### src/rtl/codec_enum_pkg.sv
package codec_enum_pkg;
  localparam int REG_DW = 16;
  localparam int SEL_W  = 2;

  typedef enum logic [SEL_W-1:0] {
    SEL_LINK_CTL = 2'd0,
    SEL_STATUS   = 2'd1,
    SEL_IRQ_CTL  = 2'd2,
    SEL_RSVD     = 2'd3
  } reg_sel_e;

  localparam int RUN_BIT  = 0;
  localparam int DONE_BIT = 8;
  localparam int IE_BIT   = 0;
endpackage

### src/rtl/cle_reset_seq.sv
module cle_reset_seq #(
  parameter int SETTLE_FRAMES = 25
) (
  input  logic clk,
  input  logic rst_n,
  input  logic run_wr,
  input  logic run_wdata,
  input  logic frame_tick,
  output logic run_o,
  output logic done_o
);
  localparam int CNT_W = $clog2(SETTLE_FRAMES + 1);
  localparam logic [CNT_W-1:0] CNT_END = CNT_W'(SETTLE_FRAMES);

  logic             run_q, run_d;
  logic [CNT_W-1:0] cnt_q, cnt_d;
  logic             cnt_en;

  always_comb begin
    run_d = run_q;
    if (run_wr) run_d = run_wdata;
  end

  assign cnt_en = run_q && frame_tick && (cnt_q != CNT_END);

  always_comb begin
    cnt_d = cnt_q;
    if (!run_q)      cnt_d = '0;
    else if (cnt_en) cnt_d = cnt_q + 1'b1;
  end

  always_ff @(posedge clk or negedge rst_n) begin
    if (!rst_n) begin
      run_q <= 1'b0;
      cnt_q <= '0;
    end else begin
      run_q <= run_d;
      cnt_q <= cnt_d;
    end
  end

  assign run_o  = run_q;
  assign done_o = run_q && (cnt_q == CNT_END);

  p_cnt_bound_r3: assert property (@(posedge clk) disable iff (!rst_n)
    cnt_q <= CNT_END);
  p_cnt_cleared_r3: assert property (@(posedge clk) disable iff (!rst_n)
    !run_q |=> (cnt_q == '0));
  p_done_sticky_r3: assert property (@(posedge clk) disable iff (!rst_n)
    (done_o && run_d) |=> done_o);
endmodule

### src/rtl/cle_status_track.sv
module cle_status_track #(
  parameter int NUM_LINES = 15
) (
  input  logic                 clk,
  input  logic                 rst_n,
  input  logic                 run_i,
  input  logic [NUM_LINES-1:0] line_chg,
  input  logic                 clr_en,
  input  logic [NUM_LINES-1:0] clr_mask,
  output logic [NUM_LINES-1:0] stat_o,
  output logic                 any_o
);
  logic [NUM_LINES-1:0] stat_q, stat_d;

  for (genvar i = 0; i < NUM_LINES; i++) begin : g_line
    logic keep, hit;
    assign keep = stat_q[i] && !(clr_en && clr_mask[i]);
    assign hit  = line_chg[i];
    always_comb begin
      stat_d[i] = 1'b0;
      if (run_i) stat_d[i] = keep || hit;
    end
  end

  always_ff @(posedge clk or negedge rst_n) begin
    if (!rst_n) stat_q <= '0;
    else        stat_q <= stat_d;
  end

  assign stat_o = stat_q;
  assign any_o  = |stat_q;

  p_hold_clear_r5: assert property (@(posedge clk) disable iff (!rst_n)
    !run_i |=> (stat_q == '0));
  p_sticky_r6: assert property (@(posedge clk) disable iff (!rst_n)
    (run_i && !clr_en) |=> ((stat_q & $past(stat_q)) == $past(stat_q)));
  p_set_on_event_r4: assert property (@(posedge clk) disable iff (!rst_n)
    (run_i && (line_chg != '0)) |=> ((stat_q & $past(line_chg)) == $past(line_chg)));
endmodule

### src/rtl/cle_irq_gen.sv
module cle_irq_gen (
  input  logic clk,
  input  logic rst_n,
  input  logic ie_wr,
  input  logic ie_wdata,
  input  logic any_i,
  output logic ie_o,
  output logic irq_o
);
  logic ie_q, ie_d;
  logic irq_q, irq_d;

  always_comb begin
    ie_d = ie_q;
    if (ie_wr) ie_d = ie_wdata;
    irq_d = ie_q && any_i;
  end

  always_ff @(posedge clk or negedge rst_n) begin
    if (!rst_n) begin
      ie_q  <= 1'b0;
      irq_q <= 1'b0;
    end else begin
      ie_q  <= ie_d;
      irq_q <= irq_d;
    end
  end

  assign ie_o  = ie_q;
  assign irq_o = irq_q;

  p_irq_needs_en_r7: assert property (@(posedge clk) disable iff (!rst_n)
    irq_q |-> $past(ie_q));
  p_irq_needs_src_r7: assert property (@(posedge clk) disable iff (!rst_n)
    irq_q |-> $past(any_i));
  p_irq_follows_r7: assert property (@(posedge clk) disable iff (!rst_n)
    (ie_q && any_i) |=> irq_q);
endmodule

### src/rtl/codec_link_enum.sv
module codec_link_enum
  import codec_enum_pkg::*;
#(
  parameter int NUM_LINES     = 15,
  parameter int SETTLE_FRAMES = 25
) (
  input  logic                 clk,
  input  logic                 rst_n,
  input  logic                 frame_tick,
  input  logic [NUM_LINES-1:0] line_chg,
  input  logic                 reg_wr,
  input  logic [1:0]           reg_sel,
  input  logic [15:0]          reg_wdata,
  output logic [15:0]          reg_rdata,
  output logic                 link_rst_n,
  output logic                 enum_done,
  output logic                 irq
);
  logic                 wr_ctl, wr_stat, wr_ie;
  logic                 run, done, ie, any_stat;
  logic [NUM_LINES-1:0] stat;
  reg_sel_e             sel;

  assign sel     = reg_sel_e'(reg_sel);
  assign wr_ctl  = reg_wr && (sel == SEL_LINK_CTL);
  assign wr_stat = reg_wr && (sel == SEL_STATUS);
  assign wr_ie   = reg_wr && (sel == SEL_IRQ_CTL);

  cle_reset_seq #(.SETTLE_FRAMES(SETTLE_FRAMES)) u_seq (
    .clk(clk), .rst_n(rst_n), .run_wr(wr_ctl), .run_wdata(reg_wdata[RUN_BIT]),
    .frame_tick(frame_tick), .run_o(run), .done_o(done));

  cle_status_track #(.NUM_LINES(NUM_LINES)) u_stat (
    .clk(clk), .rst_n(rst_n), .run_i(run), .line_chg(line_chg),
    .clr_en(wr_stat), .clr_mask(reg_wdata[NUM_LINES-1:0]),
    .stat_o(stat), .any_o(any_stat));

  cle_irq_gen u_irq (
    .clk(clk), .rst_n(rst_n), .ie_wr(wr_ie), .ie_wdata(reg_wdata[IE_BIT]),
    .any_i(any_stat), .ie_o(ie), .irq_o(irq));

  always_comb begin
    reg_rdata = '0;
    unique case (sel)
      SEL_LINK_CTL: begin
        reg_rdata[RUN_BIT]  = run;
        reg_rdata[DONE_BIT] = done;
      end
      SEL_STATUS:  reg_rdata[NUM_LINES-1:0] = stat;
      SEL_IRQ_CTL: reg_rdata[IE_BIT] = ie;
      default:     reg_rdata = '0;
    endcase
  end

  assign link_rst_n = run;
  assign enum_done  = done;

  p_done_needs_link_r3: assert property (@(posedge clk) disable iff (!rst_n)
    enum_done |-> link_rst_n);
  p_release_r2: assert property (@(posedge clk) disable iff (!rst_n)
    wr_ctl |=> (link_rst_n == $past(reg_wdata[RUN_BIT])));
  p_rsvd_zero_r1: assert property (@(posedge clk) disable iff (!rst_n)
    (sel == SEL_RSVD) |-> (reg_rdata == '0));
endmodule

### config.mk
export PLATFORM = sky130hd
export DESIGN_NAME = codec_link_enum
export DESIGN_NICKNAME = d
export VERILOG_FILES = /design/src/rtl/codec_enum_pkg.sv /design/src/rtl/cle_reset_seq.sv /design/src/rtl/cle_status_track.sv /design/src/rtl/cle_irq_gen.sv /design/src/rtl/codec_link_enum.sv
export SDC_FILE = /design/constraint.sdc
export NUM_CORES = 1
export LEC_CHECK = 0
export BUFFER_PORTS_ARGS = -buffer_cell sky130_fd_sc_hd__buf_2
export CELL_PAD_IN_SITES_DETAIL_PLACEMENT = 1
export CELL_PAD_IN_SITES_GLOBAL_PLACEMENT = 1
export CORE_UTILIZATION = 33
export CTS_BUF_LIST = sky130_fd_sc_hd__clkbuf_16
export CTS_CLUSTER_SIZE = 10
export DETAILED_ROUTE_END_ITERATION = 6
export PLACE_DENSITY = 0.87
export SYNTH_ARGS = -nofsm -noshare
export SYNTH_HDL_FRONTEND = slang
export SYNTH_SLANG_ARGS = --single-unit
### constraint.sdc
create_clock -name clk -period 1.3 [get_ports clk]
set_input_delay 0.065 -clock clk [delete_from_list [all_inputs] [get_ports clk]]
set_output_delay 0.065 -clock clk [all_outputs]
set_load 0.01 [all_outputs]
Word level (Yosys, flattened, before mapping)
Cells that the tools add are included.
{ "op_classes": {"addsub": 1, "reduce_logical": 69, "mux": 21, "n_eq_ne": 5} }
{ "ops": {"columns": ["operator", "count"], "rows": [
  ["$logic_and 1x1->1", 37],
  ["$logic_not 1->1", 15],
  ["$logic_or 1x1->1", 15],
  ["$mux 1", 15],
  ["$reduce_or 15->1", 1],
  ["$mux 5", 2],
  ["$mux 7", 1],
  ["$mux 6", 1],
  ["$add 5x1->5 const B", 1],
  ["$eq 5x5->1 const B", 1],
  ["$ne 5x5->1 const B", 1],
  ["$pmux 1 s3", 1],
  ["$eq 2x1->1 const B", 1],
  ["$eq 2x2->1 const B", 1],
  ["$logic_not 2->1", 1],
  ["$ne 2x2->1 const B", 1],
  ["$pmux 1 s2", 1]
]} }
{ "word_totals": {"wordCells": 101, "input_bits": 37, "reg_bits": 23} }

Longest topological paths before layout
Gate-level depths: netlist of run 1.
{ "depth": {"word_depth": 7, "ltp_mapped": 5, "mapped_depth_nobuf": 5} }

Hierarchy
A second synthesis of run 1 with hierarchy kept.
{ "hier_totals": {"cells_unflattened": 110, "area_unflattened_um2": 1224.9} }
{ "by_module_without_submodules": {"columns": ["mod", "cells_per_inst", "seq_area_each_um2", "area_each_um2", "instances"], "rows": [
  ["cle_status_track", 52, 375.4, 649.4, 1],
  ["cle_reset_seq", 29, 150.1, 314.1, 1],
  ["codec_link_enum", 25, 0.0, 190.2, 1],
  ["cle_irq_gen", 4, 50.0, 71.3, 1]
]} }

Worst setup path before layout of run 1
Ideal clock, no wire load.
{ "synth_path": {"kind": "flip-flop to output port", "startpoint": "reg u_seq.cnt_q[1]", "endpoint": "out reg_rdata[8]", "arrival_time_ns": 1.127, "stages_incl_launch_ff": 6, "n_path_buf": 0, "path_slack_ns": 0.108, "cell_sequence": "dfrtp_1 > inv_1 > ha_1 > nand4b_1 > nor2_1 > a22o_2"} }
{ "synth_via": {"elab_chain_cells": 3} }
{ "synth_rtl": {"columns": ["element", "line_no", "source"], "rows": [
  ["start: declaration", "cle_reset_seq.sv:16", "logic [CNT_W-1:0] cnt_q, cnt_d;"],
  ["start signal: assignment", "cle_reset_seq.sv:38", "cnt_q <= cnt_d;"],
  ["$eq 5x5->1", "cle_reset_seq.sv:43", "assign done_o = run_q && (cnt_q == CNT_END);"],
  ["$logic_and 1x1->1", "cle_reset_seq.sv:43", null],
  ["named net enum_done", "codec_link_enum.sv:16", "output logic enum_done,"],
  ["$pmux 1 s2", "codec_link_enum.sv:44", "unique case (sel)"],
  ["end: declaration", "codec_link_enum.sv:14", "output logic [15:0] reg_rdata,"]
]} }
The timed path passes the listed nets, and every way through them passes these cells.

Worst setup path in the final report of run 1
{ "layout_path": {"startpoint": "reg u_seq.cnt_q[1]", "endpoint": "out reg_rdata[8]"} }
{ "layout_via": {"elab_chain_cells": 3} }
{ "layout_rtl": {"columns": ["element", "line_no"], "rows": [
  ["$eq 5x5->1", "cle_reset_seq.sv:43"],
  ["$logic_and 1x1->1", "cle_reset_seq.sv:43"],
  ["$pmux 1 s2", "codec_link_enum.sv:44"]
]} }
Every way passes these cells.

==> impl_metrics.toml, run 1 <==
[run_status]
status = "finished, violations left"
violations = "hold timing, setup timing"

[setup_path]
regToRegEndpoint = "u_seq.cnt_q[1]"
critPathLaunchType = "register"
cp_max_fo = 3
worstSetupPathType = "reg2out"
cp-end-kind = "primary output"
arrival_ps = 1370
r2r_slack_ps = -90
rr_worst_depth = 6
required_ps = 1240
r2r_start = "u_seq.cnt_q[1]"

[timing]
worst_slack_ps = -138
fin_skew_ps = 1.77
hold_ws_ps = -4.53
tightest_slew_ps = 531
setup_viol = 3
hold_violations = 1
rsz0062_at_grt = "true"
period_needed_ps = 1440
slew_headroom_pct = 64.6
fin_crit_sh_pct = 111
fmax_ghz = 0.695
slew_violations = 0

[floorplan]
die_x_um = 63.4
start_util_pct = 35.9
die_h_um = 63.4
die_area_um2 = 4020
io_pins = 56
core_um2 = 3470
placementRows = 21

[grt]
grt.total_usage_pct = 20.5
grt_first_pass_wirelength_mm = 6.34
antenna_found_initial = 0
overflow = 0
grt_max_degree = 24
grt_pass1_vias = 1345

[clock_network]
clk_pin_slew_worst_paths_ps = 60
cts_buffers = 3
clock_latency_ps = 250
ctsLongestPathBuffers = 2
h-tree-depth = 1
root_buffer = "clkbuf_16"
clock_sinks = 23
cts_tree = "built"

[pwr]
ir_drop_mv = 0.810
cellPowerDensity_nw_per_um2 = 1150
leakagePower_nw = 0.919
p_total_mw = 2.00

[synthesis]
synthCells = 128
synth_area_leader_cell = "dfrtp_1"
synth_area_leaders = "dfrtp_1 46%, o21ai_0 7.2%, a31oi_1 6.5%"
avgSynthCellArea_um2 = 9.73
synthesis.area_um2 = 1240
syn_nets = 167
synth_async_sr_flop_share_pct = 100
synth-edff-count = 0
synth_flop_cell = "dfrtp_1"
ys_types = 33
ys_ff_latch = 23
synth_top_area_share_pct = 46.2
yosys_warnings = 0
yosysSeqAreaShare_pct = 46.2

[place]
post_dp_cell_area_um2 = 1540
gp_congestion = 0.780
port_buffers = 53
dpl.cell_count = 224
place_ws_ps = -16.4
hpwl_mm = 2.63

[route]
drt_iter0_drc = 51
firstDrtPassIters = 4
drtAntennaViolNets = 0
drc = 0
via_per_inst = 5.03
vias = 1212
wl_mm = 3.68
routedWlPerCell_um = 15.3

[flow_run]
max_cap_viol_count = 0

[hold_path]
whs_path_depth = 2
worstHoldEndpoint = "u_stat.stat_o[9]"
hp-class = "in2reg"
min_from = "reg_wdata[9]"

[cells_and_area]
final_nets = 235
area.growth.synth_to_final_pct = 40.4
fin_cells = 241
antenna_cells = 0
drive_gt1_share_pct = 38.5
final_cell_area_um2 = 1750
## cell usage after synthesis (2+ instances only)
library cell and instances:
dfrtp_1 23, inv_1 18, o21ai_0 18, a31oi_1 13, and2_1 10, nand2_1 4, nor2_1 4, and2_2 3
clkbuf_1 3, nor4_1 3, a31oi_4 2, ha_1 2, mux2i_1 2, nand3b_1 2, nand4_1 2, xor2_1 2
## area by class of cell
| cell class | instances | area (µm²) |
|---|---|---|
| clock buffers | 3 | 75.1 |
| clock inverters | 1 | 3.75 |
| fillers | 426 | 1720 |
| inverters | 18 | 67.6 |
| multi-input cells | 81 | 557 |
| flip-flops and latches | 23 | 576 |
| well taps | 46 | 57.6 |
| repair buffers | 69 | 412 |
## kinds of logic (layout without fill, tap and decap cells)
| kind of cell | count (synthesis) | count (layout) | share of synthesized area, % |
|---|---|---|---|
| multiplexers | 3 | 3 | 2.51 |
| adder cells (fa/ha/maj) | 2 | 2 | 2.01 |
| other | 1 | 1 | 0.301 |
| AND/OR/NAND/NOR | 37 | 37 | 18.7 |
| flip-flops | 23 | 23 | 46.2 |
| XOR/XNOR | 2 | 2 | 1.41 |
| AO/OA/AOI/OAI | 36 | 36 | 19.4 |
| buffers and inverters | 24 | 91 | 9.45 |
## worst max-delay path, stage by stage (launching register included)
cell and delay [ps]:
dfrtp_1 390, inv_1 70, ha_1 140, nand4b_1 130, nor2_2 140, a22o_2 140
buf_2 110
## worst max path at each step
stage | from | to | slack, ps | cells after the start
2_1_floorplan | u_seq.cnt_q[1] | reg_rdata[8] | 110 | 5
3_3_place_gp | u_seq.cnt_q[1] | u_seq.cnt_q[1] | 60 | 5
3_5_place_dp | u_seq.cnt_q[1] | u_seq.cnt_q[1] | -20 | 5
4_1_cts | u_seq.cnt_q[1] | reg_rdata[8] | -170 | 6
5_1_grt | u_seq.cnt_q[1] | reg_rdata[8] | -200 | 6
6_report | u_seq.cnt_q[1] | reg_rdata[8] | -140 | 6
## sequential cells by signal, indices dropped and copies added (netlist names)
register	cells
u_irq.irq_o	1
u_seq.run_o	1
u_stat.stat_o	15
u_irq.ie_o	1
u_seq.cnt_q	5
## layer usage
metal / global-route usage, % / vias up / share of wire [%]
met5: 0 / - / 0
met4: 3.98 / 0 / 0.60
met3: 4.17 / 4 / 3.3
met2: 40.0 / 31 / 54
met1: 22.4 / 602 / 42
li1: - / 575 / -
## through the flow
step	util [%]	TNS, ps
2_1_floorplan	-	0
5_1_grt	50.4	-540
3_5_place_dp	44.4	-16.4
6_report	50.4	-267
3_3_place_gp	44.4	0
4_1_cts	50.1	-319
## cells in the final DEF, fill, tap and decap left out
cell            n
dfrtp_1        23
a31o_2          1
ha_1            2
o21ai_0        18
a22o_2          1
clkbuf_16       3
a31oi_1        13
a31oi_4         2
nand4_1         2
nor3b_1         1
and2_1         10
and4b_1         1
nand3_1         1
mux2_2          1
conb_1          1
nor2_1          3
buf_6           1
xor2_1          2
buf_4           6
and2_4          1
nand3b_1        2
nand2_1         3
nor4_1          3
nand2b_1        1
mux2i_1         2
nand4b_1        1
nor2b_4         1
or3_1           1
inv_1          19
buf_2          53
nor3_1          1
a41oi_1         1
nand2_2         1
nor2_2          1
dlygate4sd3_1   9
and2_2          3
## power by group
group          internal (mW)  switching (mW)  total [mW]  leakage [nW]
Sequential             0.812          0.0747       0.887         0.299
Combinational          0.224           0.235       0.460         0.578
Clock                  0.410           0.248       0.659        0.0423
Total                   1.45           0.558        2.00         0.919
## repair_timing
action | 4_1_cts | 5_1_grt
hold endpoints to repair | 31 | 0
hold buffers | 9 | 0
endpoints found under the setup margin | 4 | 6
setup buffers | 3 | 1
pin swaps | 1 | 1
cloned | 0 | 0
gates resized for setup | 2 | 1
(Power assumes the default switching activity.)
==> inputs of run 2 (changes only) <==
==> constraint.sdc (replaced) <==
create_clock -name clk -period 1.3 [get_ports clk]
set_input_delay 0.065 -clock clk [delete_from_list [all_inputs] [get_ports clk]]
set_output_delay 0.065 -clock clk [all_outputs]
set_load 0.02 [all_outputs]
==> run 2 against run 1 <==
The flow finishes with violations (setup timing). Largest cell class is now multi-input combinational cells. Global-route usage grew 0.069 points. Maximum frequency shrank 3.0%. Setup slack lost 45 ps.
==> impl_metrics.toml, run 2 (synthesized netlist as in run 1, its figures left out) <==
[run_status]
status = "finished, violations left"
violations = "setup timing"

[clock_network]
clock_sinks = 23
h-tree-depth = 1
ctsLongestPathBuffers = 2
cts_buffers = 3
cts_tree = "built"
root_buffer = "clkbuf_16"
clk_pin_slew_worst_paths_ps = 60
clock_latency_ps = 250

[place]
hpwl_mm = 2.67
gp_congestion = 0.840
place_ws_ps = -18.0
port_buffers = 53
post_dp_cell_area_um2 = 1560

[route]
routedWlPerCell_um = 15.4
vias = 1260
drtAntennaViolNets = 0
firstDrtPassIters = 4
drc = 0
drt_iter0_drc = 78
via_per_inst = 5.08
wl_mm = 3.82

[timing]
slew_headroom_pct = 64.6
hold_ws_ps = 1.31
tightest_slew_ps = 531
period_needed_ps = 1480
rsz0062_at_grt = "true"
hold_violations = 0
fin_crit_sh_pct = 114
worst_slack_ps = -183
slew_violations = 0
setup_viol = 3
fin_skew_ps = 1.41
fmax_ghz = 0.674

[grt]
antenna_found_initial = 0
grt_first_pass_wirelength_mm = 6.38
grt_pass1_vias = 1353
grt.total_usage_pct = 20.6
grt_max_degree = 24
overflow = 0

[floorplan]
core_um2 = 3470
start_util_pct = 35.9
die_area_um2 = 4020
io_pins = 56
die_h_um = 63.4
die_x_um = 63.4
placementRows = 21

[setup_path]
cp_max_fo = 3
cp-end-kind = "primary output"
slowest_stage = "dfrtp_1"
arrival_ps = 1420
cp_slowest_stage_delay_ps = 380
cp_top_family = "flip-flops"
critPathLaunchType = "register"
required_ps = 1240
worstSetupPathType = "reg2out"
cp_cell_sequence = "inv_1 -> ha_2 -> nand4b_1 -> nor2_2 -> a22o_2 -> buf_6"
cp_num_buf_inv = 2

[cells_and_area]
final_nets = 242
ff_latch_area_um2 = 577
layout_commonest_cell = "buf_2"
area.growth.synth_to_final_pct = 48.5
layout_common_cells = "51 x buf_2, 22 x dfrtp_1, 19 x inv_1"
antenna_cells = 0
n_fill_cell = 420
largest_reg_flops = 15
multi_input_area_um2 = 584
drive_gt1_share_pct = 41.6
final_cell_area_um2 = 1850

[pwr]
leakagePower_nw = 0.952
ir_drop_mv = 0.828
cellPowerDensity_nw_per_um2 = 1120
p_total_mw = 2.07

[flow_run]
max_cap_viol_count = 0

[hold_path]
hp-class = "in2reg"
## run 2: cell types whose count changed in the layout (fill, tap and decap cells not counted), sizes merged
| cell | change |
|---|---|
| buf | +4 |
| dlygate4sd3 | +3 |
## run 2: cell type report
type	instances	share of cell area (%)
multi-input combinational	81	31.6
sequential	23	31.2
timing repair buffer	76	26.2
clock buffer	3	4.06
inverter	18	3.65
tap	46	3.11
clock inverter	1	0.203
## run 2: path summary, 6_finish.rpt
| check | startpoint | end | slack [ps] | depth (start not counted) |
|---|---|---|---|---|
| min reg2reg | u_seq.cnt_q[4] | u_seq.cnt_q[4] | 550 | 2 |
| max in group asynchronous | rst_n | u_seq.run_o | 590 | 2 |
| min in group asynchronous | rst_n | u_seq.cnt_q[2] | 320 | 2 |
| max | u_seq.cnt_q[1] | reg_rdata[8] | -180 | 6 |
| max reg2reg | u_seq.cnt_q[1] | u_seq.cnt_q[1] | -100 | 6 |
| min | reg_wdata[4] | u_stat.stat_o[4] | 1 | 2 |
## run 2: metrics by stage
step                      util, %  TNS, ps  cells
final                        53.3     -426    248
after detailed placement     44.9    -18.0    226
after floorplan                 -        0    128
after CTS                    52.3     -369    247
after global placement       44.9        0    226
after global routing         53.3     -789    248
## run 2: power breakdown
group	internal [mW]	switching, mW	total, mW
combinational	0.239	0.280	0.519
sequential	0.813	0.0796	0.893
clock	0.410	0.250	0.660
## run 2: timing repair
item                                    CTS  global route
hold endpoints to repair                 34             0
gates resized for setup                   8             6
pin swaps                                 1             4
hold buffers                             12             0
endpoints found under the setup margin    4             7
buffers inserted                          5             3
## run 2: layer usage
metal	wire (µm)	track usage (%)	share of wire (%)	vias up
li1	-	-	-	588
met1	1610	24.2	42	632
met2	2040	37.2	53	34
met3	109	3.44	2.9	6
met4	63	7.10	1.6	0
met5	0	0	0	-
==> inputs of run 3 (changes only) <==
--- a/config.mk
+++ b/config.mk
@@ -9,7 +9,7 @@
 export CELL_PAD_IN_SITES_DETAIL_PLACEMENT = 1
 export CELL_PAD_IN_SITES_GLOBAL_PLACEMENT = 1
 export CORE_UTILIZATION = 33
-export CTS_BUF_LIST = sky130_fd_sc_hd__clkbuf_16
+export CTS_BUF_LIST = sky130_fd_sc_hd__clkbuf_4 sky130_fd_sc_hd__clkbuf_8 sky130_fd_sc_hd__clkbuf_16
 export CTS_CLUSTER_SIZE = 10
 export DETAILED_ROUTE_END_ITERATION = 6
 export PLACE_DENSITY = 0.87
==> run 3 against run 2 <==
The run still ends with setup timing left. Combinational power is 5.6% higher. Clock skew hardly changed. Via count is 1.1% higher. Hold slack better by 3.4 ps. Power is 8.0% lower. Sequential power hardly changed. First-iteration DRC count is 13% higher. Setup slack worse by 23 ps. Wire length is 1.4% higher. Flip-flop and latch count stayed put. Global-route usage is 0.54 points lower. Count of clock-buffer cells in the layout is 1 higher. Highest routed layer unchanged.
==> impl_metrics.toml, run 3 (synthesized netlist as in run 1, its figures left out) <==
[run_status]
status = "finished, violations left"
violations = "setup timing"

[clock_network]
clock_sinks = 23
ctsLongestPathBuffers = 2
root_buffer = "clkbuf_8"
h-tree-depth = 1
clk_pin_slew_worst_paths_ps = 80
clock_latency_ps = 260
cts_tree = "built"
cts_buffers = 3

[grt]
grt_first_pass_wirelength_mm = 6.21
overflow = 0
grt_pass1_vias = 1335
antenna_found_initial = 0
grt.total_usage_pct = 20.1
grt_max_degree = 24

[flow_run]
max_cap_viol_count = 0

[route]
drt_iter0_drc = 88
drtAntennaViolNets = 0
wl_met1_mm = 1.61
vias = 1274
dr_wl_met3_um = 125
wl_mm = 3.88
routedWlPerCell_um = 15.3
wl_met2_mm = 2.09
via_per_inst = 5.04
firstDrtPassIters = 4
drc = 0
top_layer = "met4"

[cells_and_area]
layout_commonest_cell = "buf_2"
antenna_cells = 0
n_fill_cell = 422
final_nets = 247
largest_reg_flops = 15
multi_input_area_um2 = 577
drive_gt1_share_pct = 41.1
layout_common_cells = "51 x buf_2, 23 x dfrtp_1, 18 x inv_1"
fin_cells = 253
area.growth.synth_to_final_pct = 48.8
ff_latch_area_um2 = 576

[timing]
hold_violations = 0
period_needed_ps = 1510
setup_viol = 3
tightest_slew_ps = 537
rsz0062_at_grt = "true"
slew_headroom_pct = 64.2
fin_skew_ps = 1.32
fmax_ghz = 0.664
tns_ps = -480
slew_violations = 0
fin_crit_sh_pct = 116
worst_slack_ps = -206

[floorplan]
die_x_um = 63.4
io_pins = 56
start_util_pct = 35.9
core_um2 = 3470
die_area_um2 = 4020
placementRows = 21
die_h_um = 63.4

[setup_path]
rr_worst_depth = 6
cp_max_fo = 3
critPathLaunchType = "register"
worstSetupPathType = "reg2out"
regToRegEndpoint = "u_seq.cnt_q[1]"
arrival_ps = 1440
required_ps = 1240
crit_path_start = "u_seq.cnt_q[1]"
r2r_slack_ps = -110
cp-end-kind = "primary output"
r2r_start = "u_seq.cnt_q[1]"
setup.worst_path.end = "reg_rdata[8]"

[place]
port_buffers = 53
hpwl_mm = 2.67
gp_congestion = 0.840
dpl.cell_count = 226

[pwr]
ir_drop_mv = 0.621
leakagePower_nw = 0.960
cellPowerDensity_nw_per_um2 = 1030

[hold_path]
hp-class = "in2reg"
[run 3: cell count changes in the layout (fill, tap and decap cells not counted)]
cell and delta:
mux2i_1 +1, buf_4 +3, dfrtp_2 -1, o21ai_2 -1, clkbuf_16 -3, inv_1 -1, dfrtp_1 +1, dlygate4sd3_1 +2
mux2i_2 -1, clkbuf_4 +1, clkbuf_8 +3, o21ai_1 +1
[run 3: what timing repair did]
| action | in CTS | in global routing |
|---|---|---|
| resized for setup | 7 | 4 |
| gates cloned | 0 | 0 |
| endpoints found under the setup margin | 4 | 7 |
| pin swaps | 1 | 3 |
| hold buffers | 14 | 0 |
| hold endpoints to repair | 36 | 0 |
| buffers inserted | 5 | 7 |
[run 3: where the power goes]
part	switching, mW	internal, mW
combinational	0.284	0.264
clock	0.226	0.240
sequential	0.0821	0.811
[run 3: critical path, cell delays in order, from the launching register on]
cell and delay, ps:
dfrtp_1 390, inv_1 60, ha_2 150, nand4b_1 140, nor2_2 170, a22o_2 170
buf_6 110
[run 3: worst min-delay path by stage]
| stage | start | end | slack (ps) | depth (start not counted) |
|---|---|---|---|---|
| detailed placement | rst_n | u_seq.cnt_q[2] | 70 | 1 |
| global route | reg_wdata[14] | u_stat.stat_o[14] | 3 | 2 |
| finish | reg_wdata[14] | u_stat.stat_o[14] | 5 | 2 |
| CTS | reg_wdata[14] | u_stat.stat_o[14] | 2 | 2 |
| global placement | rst_n | u_seq.cnt_q[2] | 70 | 1 |
| floorplan | rst_n | u_irq.ie_o | -230 | 0 |
[run 3: routing by layer]
| metal | GRT usage (%) | vias to the layer above |
|---|---|---|
| li1 | - | 600 |
| met1 | 24.1 | 636 |
| met2 | 36.2 | 34 |
| met3 | 3.80 | 4 |
| met4 | 5.11 | 0 |
| met5 | 0 | - |
[run 3: layout make-up]
class | instances | share of cell area (%)
inverter | 18 | 3.65
multi-input combinational | 81 | 31.1
timing repair buffer | 81 | 28.4
tap | 46 | 3.11
sequential | 23 | 31.1
clock buffer | 4 | 2.63
[run 3: per-stage QoR]
step	setup slack [ps]	cell area, µm²	util [%]	total power, mW	hold slack, ps
after floorplan	34.2	1250	-	1.14	-231
after global placement	53.1	1560	44.9	1.33	72.5
after detailed placement	-18.0	1560	44.9	1.35	74.9
after CTS	-181	1800	52.0	1.88	1.71
after global routing	-273	1850	53.4	2.01	2.74
final	-206	1850	53.4	1.91	4.72
